**config.mk**
```make
export PLATFORM = sky130hd
export DESIGN_NAME = ddr_init_seq
export DESIGN_NICKNAME = d
export VERILOG_FILES = /design/src/rtl/ddr_init_pkg.sv /design/src/rtl/ddr_init_cas_legal.sv /design/src/rtl/ddr_init_mode_word.sv /design/src/rtl/ddr_init_seq.sv
export SDC_FILE = /design/constraint.sdc
export NUM_CORES = 1
export LEC_CHECK = 0
export ABC_AREA = 1
export BUFFER_PORTS_ARGS = -buffer_cell sky130_fd_sc_hd__buf_2
export CAP_MARGIN = 30
export CORE_MARGIN = 10
export CORE_UTILIZATION = 45
export DETAILED_ROUTE_END_ITERATION = 10
export GPL_TIMING_DRIVEN = 1
export HOLD_SLACK_MARGIN = 0.03
export PLACE_DENSITY_LB_ADDON = 0.25
export RECOVER_POWER = 25
export SYNTH_ARGS = -nofsm -noshare
export SYNTH_HDL_FRONTEND = slang
export SYNTH_SLANG_ARGS = --single-unit
```
**constraint.sdc**
```tcl
create_clock -name clk_i -period 2.1 [get_ports clk_i]
set_input_delay 0.315 -clock clk_i [delete_from_list [all_inputs] [get_ports clk_i]]
set_output_delay 0.315 -clock clk_i [all_outputs]
set_load 0.03 [all_outputs]
```
**src/rtl/ddr_init_pkg.sv**
```systemverilog
package ddr_init_pkg;

    typedef enum logic [1:0] {
        CMD_NOP = 2'b00,
        CMD_PRE = 2'b01,
        CMD_REF = 2'b10,
        CMD_MRS = 2'b11
    } cmd_e;

    typedef enum logic [3:0] {
        ST_IDLE,
        ST_EMR,
        ST_MRS_DLL,
        ST_PRE,
        ST_REF1,
        ST_REF2,
        ST_MRS_FIN,
        ST_DONE,
        ST_ERR
    } step_e;

    typedef enum logic [1:0] {
        WORD_EMR,
        WORD_MRS_DLL,
        WORD_MRS_RUN,
        WORD_PRE
    } word_e;

endpackage

```
**src/rtl/ddr_init_cas_legal.sv**
```systemverilog
module ddr_init_cas_legal (
    input  logic       ddr2_i,
    input  logic [2:0] cas_i,
    output logic       legal_o
);
    always_comb begin
        unique case (cas_i)
            3'b010, 3'b110: legal_o = !ddr2_i;
            3'b011, 3'b100: legal_o = ddr2_i;
            default:        legal_o = 1'b0;
        endcase
    end
endmodule

```
**src/rtl/ddr_init_mode_word.sv**
```systemverilog
module ddr_init_mode_word
    import ddr_init_pkg::*;
#(
    parameter int ADDR_W = 13,
    parameter int BA_W   = 2
) (
    input  word_e             kind_i,
    input  logic [2:0]        cas_i,
    output logic [BA_W-1:0]   ba_o,
    output logic [ADDR_W-1:0] addr_o
);
    localparam int BL_LSB  = 0;
    localparam int BT_BIT  = 3;
    localparam int CL_LSB  = 4;
    localparam int OPM_LSB = 7;
    localparam int AP_BIT  = 10;

    always_comb begin
        ba_o   = '0;
        addr_o = '0;
        unique case (kind_i)
            WORD_EMR: ba_o = BA_W'(1);
            WORD_PRE: addr_o[AP_BIT] = 1'b1;
            WORD_MRS_DLL, WORD_MRS_RUN: begin
                addr_o[BL_LSB +: 3]  = 3'b010;
                addr_o[BT_BIT]       = 1'b0;
                addr_o[CL_LSB +: 3]  = cas_i;
                addr_o[OPM_LSB +: 2] = (kind_i == WORD_MRS_DLL) ? 2'b10 : 2'b00;
            end
            default: ;
        endcase
    end
endmodule

```
**src/rtl/ddr_init_seq.sv**
```systemverilog
module ddr_init_seq
    import ddr_init_pkg::*;
#(
    parameter int WAIT_W = 8,
    parameter int ADDR_W = 13,
    parameter int BA_W   = 2
) (
    input  logic              clk_i,
    input  logic              rst_ni,
    input  logic              start_i,
    input  logic              ddr2_sel_i,
    input  logic [2:0]        cas_code_i,
    input  logic [WAIT_W-1:0] t_mrd_i,
    input  logic [WAIT_W-1:0] t_rp_i,
    input  logic [WAIT_W-1:0] t_rfc_i,
    output logic [1:0]        cmd_o,
    output logic [BA_W-1:0]   ba_o,
    output logic [ADDR_W-1:0] addr_o,
    output logic              done_o,
    output logic              err_o
);
    typedef struct packed {
        step_e             st;
        logic [WAIT_W-1:0] cnt;
        cmd_e              cmd;
        logic [BA_W-1:0]   ba;
        logic [ADDR_W-1:0] addr;
        logic              done;
        logic              err;
        logic              ddr2;
        logic [2:0]        cas;
        logic [WAIT_W-1:0] t_mrd;
        logic [WAIT_W-1:0] t_rp;
        logic [WAIT_W-1:0] t_rfc;
    } seq_t;

    seq_t q_q, n_d;

    word_e             word_kind;
    logic [BA_W-1:0]   word_ba;
    logic [ADDR_W-1:0] word_addr;
    logic              cas_ok;
    logic              busy;

    function automatic logic [WAIT_W-1:0] gap_load(input logic [WAIT_W-1:0] t);
        return (t == '0) ? '0 : t - 1'b1;
    endfunction

    always_comb begin
        unique case (q_q.st)
            ST_EMR:     word_kind = WORD_EMR;
            ST_MRS_DLL: word_kind = WORD_MRS_DLL;
            ST_PRE:     word_kind = WORD_PRE;
            default:    word_kind = WORD_MRS_RUN;
        endcase
    end

    ddr_init_mode_word #(.ADDR_W(ADDR_W), .BA_W(BA_W)) u_word (
        .kind_i (word_kind),
        .cas_i  (q_q.cas),
        .ba_o   (word_ba),
        .addr_o (word_addr)
    );

    ddr_init_cas_legal u_legal (
        .ddr2_i  (q_q.ddr2),
        .cas_i   (q_q.cas),
        .legal_o (cas_ok)
    );

    assign busy = (q_q.st != ST_IDLE) && (q_q.st != ST_DONE) && (q_q.st != ST_ERR);

    always_comb begin
        n_d      = q_q;
        n_d.cmd  = CMD_NOP;
        n_d.ba   = '0;
        n_d.addr = '0;
        if (!busy) begin
            if (start_i) begin
                n_d.st    = ST_EMR;
                n_d.cnt   = '0;
                n_d.done  = 1'b0;
                n_d.err   = 1'b0;
                n_d.ddr2  = ddr2_sel_i;
                n_d.cas   = cas_code_i;
                n_d.t_mrd = t_mrd_i;
                n_d.t_rp  = t_rp_i;
                n_d.t_rfc = t_rfc_i;
            end
        end else if (q_q.cnt != '0) begin
            n_d.cnt = q_q.cnt - 1'b1;
        end else begin
            unique case (q_q.st)
                ST_EMR: begin
                    n_d.cmd  = CMD_MRS;
                    n_d.ba   = word_ba;
                    n_d.addr = word_addr;
                    n_d.cnt  = gap_load(q_q.t_mrd);
                    n_d.st   = ST_MRS_DLL;
                end
                ST_MRS_DLL: begin
                    n_d.cmd  = CMD_MRS;
                    n_d.ba   = word_ba;
                    n_d.addr = word_addr;
                    n_d.cnt  = gap_load(q_q.t_mrd);
                    n_d.st   = ST_PRE;
                end
                ST_PRE: begin
                    n_d.cmd  = CMD_PRE;
                    n_d.ba   = word_ba;
                    n_d.addr = word_addr;
                    n_d.cnt  = gap_load(q_q.t_rp);
                    n_d.st   = ST_REF1;
                end
                ST_REF1: begin
                    n_d.cmd = CMD_REF;
                    n_d.cnt = gap_load(q_q.t_rfc);
                    n_d.st  = ST_REF2;
                end
                ST_REF2: begin
                    n_d.cmd = CMD_REF;
                    n_d.cnt = gap_load(q_q.t_rfc);
                    n_d.st  = ST_MRS_FIN;
                end
                ST_MRS_FIN: begin
                    if (cas_ok) begin
                        n_d.cmd  = CMD_MRS;
                        n_d.ba   = word_ba;
                        n_d.addr = word_addr;
                        n_d.done = 1'b1;
                        n_d.st   = ST_DONE;
                    end else begin
                        n_d.err = 1'b1;
                        n_d.st  = ST_ERR;
                    end
                end
                default: n_d.st = ST_IDLE;
            endcase
        end
    end

    always_ff @(posedge clk_i or negedge rst_ni) begin
        if (!rst_ni) begin
            q_q      <= '0;
            q_q.st   <= ST_IDLE;
            q_q.cmd  <= CMD_NOP;
        end else begin
            q_q <= n_d;
        end
    end

    assign cmd_o  = q_q.cmd;
    assign ba_o   = q_q.ba;
    assign addr_o = q_q.addr;
    assign done_o = q_q.done;
    assign err_o  = q_q.err;

    AST_NOP_QUIET: assert property (@(posedge clk_i) disable iff (!rst_ni)
        (cmd_o == CMD_NOP) |-> (ba_o == '0 && addr_o == '0));
    AST_MRS_A12_LOW: assert property (@(posedge clk_i) disable iff (!rst_ni)
        (cmd_o == CMD_MRS) |-> !addr_o[12]);
    AST_GAP_IS_NOP: assert property (@(posedge clk_i) disable iff (!rst_ni)
        (busy && q_q.cnt != '0) |=> (cmd_o == CMD_NOP));
    AST_DONE_WITH_FINAL: assert property (@(posedge clk_i) disable iff (!rst_ni)
        $rose(done_o) |-> (cmd_o == CMD_MRS && addr_o[8:7] == 2'b00));
    AST_FLAGS_EXCL: assert property (@(posedge clk_i) disable iff (!rst_ni)
        !(done_o && err_o));
    AST_ERR_NO_FINAL: assert property (@(posedge clk_i) disable iff (!rst_ni)
        $rose(err_o) |-> (cmd_o == CMD_NOP));
    AST_PRE_A10: assert property (@(posedge clk_i) disable iff (!rst_ni)
        (cmd_o == CMD_PRE) |-> (addr_o[10] && ba_o == '0));
    AST_START_IGNORED: assert property (@(posedge clk_i) disable iff (!rst_ni)
        (busy && start_i && q_q.cnt != '0) |=> (q_q.st == $past(q_q.st)));
endmodule

```
After elaboration in Yosys (flattened, before gate mapping). Index checks and enable logic that the tools add are counted.

Add/subtract/negate cells: 4. Equality and inequality tests: 20. Mux-type cells: 25. Bitwise operators: 1. Reduce and logical (&&, ||, !) cells: 21.

Operators with widths (count): 8-bit 2-to-1 mux (4); 8-bit by 1-bit subtractor with 8-bit output, second input constant (4); 30-bit 2-to-1 mux (1); 15-bit one-hot mux with 2 select lines (1); 8-bit logical NOT (3); 12-bit 2-to-1 mux (2); 4-bit one-hot mux with 6 select lines (1); 8-bit one-hot mux with 3 select lines (1); 19-bit 2-to-1 mux (1); 18-bit 2-to-1 mux (1); 17-bit 2-to-1 mux (1); 4-bit by 3-bit equality test with 1-bit output, second input constant (3); 2-bit OR reduction (5); 9-bit 2-to-1 mux (1); 4-bit by 2-bit equality test with 1-bit output, second input constant (2); 4-bit 2-to-1 mux (2); 2-bit one-hot mux with 4 select lines (1); 4-bit AND reduction (2); 8-bit nonzero test (1); 3-bit by 2-bit equality test with 1-bit output, second input constant (2); 3-bit equality test, second input constant (2); 2-bit 2-to-1 mux (3); 2-bit inequality test, second input constant (3); 2-bit one-hot mux with 3 select lines (1); other kinds (17) (23).

Bits in registers: 59. Output and inout port bits: 19.

Longest topological paths before layout. Gate-level depths: netlist of the first run.

Depth after elaboration: 9. Mapped depth: 11. Gate-level depth less buffers: 11.

Hierarchy. A second synthesis of the first run with hierarchy kept.

Cell total of the unflattened synthesis: 455. Area total of the unflattened synthesis: 3433.3 um^2.

By module, submodules not included: ddr_init_seq (instances 1, cells each 427, area each 3268.1 um^2, sequential area each 1476.4 um^2); ddr_init_mode_word (instances 1, cells each 20, area each 131.4 um^2, sequential area each 0.0 um^2); ddr_init_cas_legal (instances 1, cells each 8, area each 33.8 um^2, sequential area each 0.0 um^2).

Worst setup path before layout of the first run. OpenSTA, ideal clock, no wires.

Path kind: register to register. From: register q_q[47] (netlist bit). To: register q_q (netlist bit err_o). Arrival time: 1.467 ns. Required time: 1.976 ns. Path slack: 0.510 ns. Cell stages (with the launch flop): 12. Clock period less this slack: 1.590 ns. Path through: dfrtp_1 -> inv_1 -> ha_1 -> nand4_1 -> inv_1 -> nand2_2 -> clkinv_4 -> nand2_4 -> nand2_2 -> nand2_1 -> nand2_1 -> o21ai_1.

Word-level cells in the longest chain between the ends: 3.

Ends and longest elaborated chain: start: declaration (RTL line ddr_init_seq.sv:37) `seq_t q_q, n_d;`; start signal: assignment (RTL line ddr_init_seq.sv:148) `q_q <= n_d;`; 8-bit nonzero test (RTL line ddr_init_seq.sv:90) `end else if (q_q.cnt != '0) begin`; 2-bit inequality test (no line); 4-bit AND reduction (no line).

Every way passes these cells. A chain may end at the register's enable or synchronous reset.

Worst setup path in the final report of the first run.
From: register q_q[47] (netlist bit). To: register q_q (netlist bit done_o).

Same word-level chain as after synthesis.

==> results of run 1 <==
-- how the worst min path moves through the flow --
stage / slack [ns] / to / cells past startpoint
after floorplan: 0.02 / addr_o[10]$_DFF_PN0_ / 0
after global placement: 0.33 / q_q[20]$_DFFE_PN0P_ / 2
after detailed placement: 0.33 / q_q[17]$_DFFE_PN0P_ / 2
after CTS: 0.24 / q_q[17]$_DFFE_PN0P_ / 3
after global routing: 0.26 / q_q[8]$_DFFE_PN0P_ / 3
final: 0.25 / q_q[21]$_DFFE_PN0P_ / 3
-- power by group through the flow --
stage          Sequential (W)  Clock, W  Combinational, W
2_1_floorplan         0.00157         0           0.00162
6_report              0.00160  0.000692           0.00204
3_5_place_dp          0.00161         0           0.00203
4_1_cts               0.00159  0.000715           0.00204
5_1_grt               0.00165  0.000749           0.00239
3_3_place_gp          0.00161         0           0.00199
-- registers in the layout, summed over array words and instances (netlist names) --
register / count
addr_o: 6
done_o: 1
err_o: 1
cmd_o: 2
q_q: 40
ba_o: 1
-- metal layers --
metal | GRT usage, % | part of all wire (%) | wire length (microns)
met1 | 16.8 | 48 | 3170
met2 | 22.5 | 46 | 3090
met3 | 2.21 | 3.4 | 224
met4 | 5.67 | 2.4 | 158
met5 | 0 | 0 | 0
-- critical path: stages, from the launching register on --
cell and delay (ns):
dfrtp_1 0.39, inv_1 0.12, ha_1 0.22, nand4_1 0.19
inv_1 0.11, nand2_2 0.14, clkinv_4 0.12, nand2_4 0.10
nand2_2 0.15, nand2_1 0.09, nand2_1 0.06, o21ai_1 0.05
-- kinds of logic (layout without fill, tap and decap cells) --
group                    after synthesis  count (layout)  share of synthesized area (%)
other                                  1               8                          0.121
buffers and inverters                 81             111                           12.8
XOR/XNOR                              10              10                           2.82
adder cells (fa/ha/maj)                8               8                           3.22
flip-flops                            51              51                           41.1
AND/OR/NAND/NOR                      206             206                           27.3
AO/OA/AOI/OAI                         71              71                           12.8
-- synthesized netlist by cell type (4+ instances only) --
cell type,number,area (sq um)
nand2_1,90,338
nor2_1,73,274
inv_1,55,206
dfrtp_1,51,1280
a21oi_1,36,180
nand3_1,31,155
o21ai_0,26,130
buf_4,17,128
ha_1,8,100
xor2_1,6,52.6
nor2_2,4,25.0
xnor2_1,4,35.0
-- cells in the final DEF (no fill, tap or decap), types with 5 or more instances in the layout --
master / count
nand2_1: 90
conb_1: 8
nor2_1: 73
ha_1: 8
clkbuf_8: 5
o21ai_0: 26
buf_2: 41
inv_1: 55
a21oi_1: 36
dfrtp_1: 51
xor2_1: 6
nand3_1: 31
-- metrics by stage --
stage / cell area, sq um / total power [W] / util [%] / std cells / worst slack (ns)
after floorplan: 3130 / 0.00319 / - / 435 / 0.510
after detailed placement: 3310 / 0.00364 / 49.0 / 536 / 0.251
final: 3430 / 0.00433 / 50.7 / 545 / 0.257
after global routing: 3430 / 0.00478 / 50.7 / 545 / 0.000804
after CTS: 3430 / 0.00435 / 50.8 / 545 / 0.237
after global placement: 3310 / 0.00360 / 49.0 / 536 / 0.383
-- final cells by class --
type	instances	area [sq um]
Fill cell	682	3330
Multi-Input combinational cell	303	1470
Sequential cell	51	1280
Timing Repair Buffer	45	248
Inverter	58	223
Tap cell	80	100
Clock buffer	6	72.6
Clock inverter	2	38.8
-- timing repair --
action | in CTS | in global routing
hold endpoints to repair | 51 | 0
hold buffers | 1 | 0
resized for setup | 0 | 1
endpoints found under the setup margin | 0 | 3
buffers inserted | 0 | 0
==> results.json, run 1 <==
{
  "critPathCapture": "done_o$_DFFE_PN0P_",
  "drt-initial-drc-count": 85,
  "path_max_fanout": 9,
  "synthCells": 428,
  "grt_max_degree": 52,
  "core_area_sq_um": 6760,
  "vias": 2588,
  "tightestPinTransition_ns": 1.23,
  "slew_headroom_pct": 18.0,
  "ir_drop_mv": 0.524,
  "hold_viol_final": 0,
  "insertion_delay_ns": 0.30,
  "worstHoldStart": "t_mrd_i[5]",
  "ys_ff_latch": 51,
  "grt_use_total_pct": 13.5,
  "synth_flop_cell": "dfrtp_1",
  "rrSetupSlack_ns": 0.26,
  "cts_tree": "yes",
  "yosysWarnings": 0,
  "gp_congestion": 0.902,
  "cp.arrival_ns": 2.04,
  "drc": 0,
  "post-route-period-util_pct": 87.8,
  "synth_edf_count": 0,
  "avgRoutedWirePerCell_microns": 12.2,
  "power_frac_clock_pct": 16.0,
  "rsz0062_at_grt": "no",
  "leakagePower_nw": 1.83,
  "reg2regPathDepth": 11,
  "cts_buffer_depth": 2,
  "routed_wl_microns": 6640,
  "startpoint": "q_q[47]$_DFFE_PN0P_",
  "synth_area_sq_um": 3110,
  "outcome": "finished clean",
  "area_growth_pct": 10.3,
  "reg2reg_from": "q_q[47]$_DFFE_PN0P_",
  "p_int_w": 0.00240,
  "start_kind": "register",
  "htree_levels": 2,
  "swShare_pct": 44.7,
  "grt_pass1_vias": 2586,
  "nets": 503,
  "hold_path.class": "in -> reg",
  "antenna_left": 0,
  "start_util_pct": 46.0,
  "first_pass_iters": 5,
  "syn_avg_cell_area_sq_um": 7.26,
  "layout_min_cycle_time_ns": 1.84,
  "cts_buffers": 5,
  "die-area_sq_um": 10600,
  "antenna_found_initial": 0,
  "root_buffer": "clkbuf_8",
  "grt_pass1_wl_microns": 11500,
  "layout-drive-gt1-share_pct": 14.2,
  "pin_count": 50,
  "seq_power_share_pct": 36.8,
  "path_clk_slew_ns": 0.10,
  "grt-ovfl-total": 0,
  "die_w_microns": 103,
  "setup_viol": 0,
  "ys_types": 30,
  "port_buffers": 41,
  "cts.sinks": 51,
  "p_comb_share_pct": 47.2,
  "required_ns": 2.30,
  "setup_tns_ns": 0,
  "max_freq_mhz": 543,
  "rows": 30,
  "yosysSeqAreaShare_pct": 41.1,
  "p_switching_w": 0.00193,
  "slew_violations": 0,
  "n_antenna_cell": 0,
  "fin_skew_ns": 0.00629,
  "die_height_microns": 103,
  "timing.rr.end": "done_o$_DFFE_PN0P_",
  "worstSetupPathType": "reg -> reg",
  "postSynth.asyncResetShare_pct": 100,
  "holdWs_ns": 0.250,
  "timing.max_cap.violations": 0,
  "power_density_nw_per_um2": 1260,
  "dp_hpwl_microns": 5230,
  "vias_per_cell": 4.75,
  "critPathCaptureType": "register"
}
No activity file was read; power rests on OpenSTA's default activity.
==> inputs of run 2 (changes only) <==
--- a/config.mk
+++ b/config.mk
@@ -9,9 +9,8 @@
 export BUFFER_PORTS_ARGS = -buffer_cell sky130_fd_sc_hd__buf_2
 export CAP_MARGIN = 30
 export CORE_MARGIN = 10
-export CORE_UTILIZATION = 45
+export CORE_UTILIZATION = 36
 export DETAILED_ROUTE_END_ITERATION = 10
-export GPL_TIMING_DRIVEN = 1
 export HOLD_SLACK_MARGIN = 0.03
 export PLACE_DENSITY_LB_ADDON = 0.25
 export RECOVER_POWER = 25
==> run 2 against run 1 <==
  * Clock power down 15%
  * Power down 3.2%
  * First-iteration DRC count up 7.1%
  * Sequential share of layout area down 0.14 points
  * Die area up 20%
  * Critical endpoint is now q_q[50]$_DFFE_PN0P_
  * Largest power group unchanged
  * Highest routed layer unchanged
==> results.json, run 2 (synthesized netlist as in run 1, its figures left out) <==
{
  "vias": 2629,
  "final_common_cell": "nand2_1",
  "core_area_sq_um": 8300,
  "grt-ovfl-total": 0,
  "die-area_sq_um": 12700,
  "htree_levels": 2,
  "area_growth_pct": 10.7,
  "pin_count": 50,
  "rsz0062_at_grt": "no",
  "nets": 503,
  "cts_buffers": 5,
  "vias_per_cell": 4.61,
  "antenna_found_initial": 0,
  "routed_wl_microns": 6820,
  "start_util_pct": 37.4,
  "cts_tree": "yes",
  "ir_drop_mv": 0.491,
  "max_flop_register": "q_q",
  "grt_pass1_wl_microns": 12000,
  "drt-initial-drc-count": 91,
  "cp.arrival_ns": 2.06,
  "regArea_sq_um": 1280,
  "tightestPinTransition_ns": 1.44,
  "cts.sinks": 51,
  "slew_headroom_pct": 3.67,
  "avgRoutedWirePerCell_microns": 12.0,
  "grt_use_total_pct": 11.0,
  "setup_slack_ns": 0.293,
  "max_freq_mhz": 553,
  "post-route-period-util_pct": 86.0,
  "post_cts_resized": 0,
  "path_max_fanout": 9,
  "gp_congestion": 0.863,
  "layout_min_cycle_time_ns": 1.81,
  "setup_viol": 0,
  "outcome": "finished clean",
  "required_ns": 2.35,
  "antenna_left": 0,
  "hold_path.class": "in -> reg",
  "root_buffer": "clkbuf_8",
  "rows": 33,
  "worstSetupPathType": "reg -> reg",
  "fin_skew_ns": 0.00990,
  "slew_violations": 0,
  "largest_reg_flops": 40,
  "leakagePower_nw": 1.80,
  "die_height_microns": 113,
  "power_density_nw_per_um2": 1220,
  "hold_viol_final": 0,
  "dp_slack_ns": 0.296,
  "first_pass_iters": 4,
  "timing.max_cap.violations": 0,
  "grt_max_degree": 42,
  "drc": 0,
  "final_util_pct": 41.4,
  "start_kind": "register",
  "path_clk_slew_ns": 0.10,
  "setup_tns_ns": 0,
  "multi_input_comb_area_sq_um": 1460,
  "insertion_delay_ns": 0.31,
  "die_w_microns": 113,
  "grt_pass1_vias": 2672,
  "n_antenna_cell": 0,
  "port_buffers": 41,
  "layout-drive-gt1-share_pct": 13.3,
  "final_cell_mix": "nand2_1 (90), nor2_1 (73), inv_1 (55), dfrtp_1 (51)",
  "critPathCaptureType": "register",
  "dp_hpwl_microns": 5560,
  "cts_buffer_depth": 2,
  "nFillCells": 895
}
## run 2: changes by cell type in the layout (fill, tap and decap cells not counted)
| cell | change |
|---|---|
| buf_2 | -5 |
| clkbuf_1 | +4 |
| buf_12 | +1 |
| bufinv_16 | -1 |
| clkbuf_2 | -1 |
| clkinv_2 | +1 |
| clkinv_4 | +1 |
| o21ai_2 | +1 |
| o21ai_4 | -1 |
## run 2: cell type report
cell class | instances | area share (%)
multi-input combinational | 303 | 42.5
sequential | 51 | 37.1
timing repair buffer | 45 | 7.46
inverter | 58 | 6.48
tap | 105 | 3.82
clock buffer | 5 | 2.00
clock inverter | 3 | 0.655
## run 2: path summary, 6_finish.rpt
| check | start | slack (ns) | to | depth (start not counted) |
|---|---|---|---|---|
| min in group asynchronous | rst_ni | 0.87 | q_q[24]$_DFFE_PN0P_ | 2 |
| max in group asynchronous | rst_ni | 0.37 | q_q[6]$_DFFE_PN0P_ | 2 |
| max | q_q[47]$_DFFE_PN0P_ | 0.29 | q_q[50]$_DFFE_PN0P_ | 10 |
| max reg2reg | q_q[47]$_DFFE_PN0P_ | 0.29 | q_q[50]$_DFFE_PN0P_ | 10 |
| min | t_mrd_i[6] | 0.24 | q_q[22]$_DFFE_PN0P_ | 3 |
| min reg2reg | q_q[47]$_DFFE_PN0P_ | 0.50 | q_q[47]$_DFFE_PN0P_ | 2 |
## run 2: repair_timing
action | CTS | global route
hold buffers | 1 | 0
hold endpoints to repair | 10 | 0
buffers inserted | 0 | 0
## run 2: stage by stage
step	total power (W)	area, sq um	hold slack, ns	cells
floorplan	0.00319	3130	0.0194	435
global placement	0.00362	3340	0.349	561
detailed placement	0.00365	3340	0.359	561
CTS	0.00425	3450	0.239	570
global route	0.00464	3440	0.241	570
finish	0.00419	3440	0.242	570
## run 2: metal layers
metal	share of wire, %	wire length, microns	GRT usage, %	up-vias
met2	51	3460	19.7	35
met4	1.2	84	3.30	0
met5	0	0	0	-
met1	45	3100	12.9	1201
li1	-	-	-	1387
met3	2.5	173	1.90	6
## run 2: power breakdown
group | internal (W) | total (W) | switching (W) | leakage (nW)
logic | 0.000691 | 0.00201 | 0.00132 | 1.14
clock network | 0.000240 | 0.000586 | 0.000347 | 0.0485
registers | 0.00134 | 0.00160 | 0.000256 | 0.611
## run 2: critical path: stages, from the launching register on
cell and delay, ns:
dfrtp_1 0.39, inv_1 0.11, ha_1 0.21, nand4_1 0.20, inv_1 0.11, nand2_2 0.12
clkinv_4 0.11, nand2_4 0.10, o22ai_4 0.23, nand2_1 0.09, nand2_1 0.07
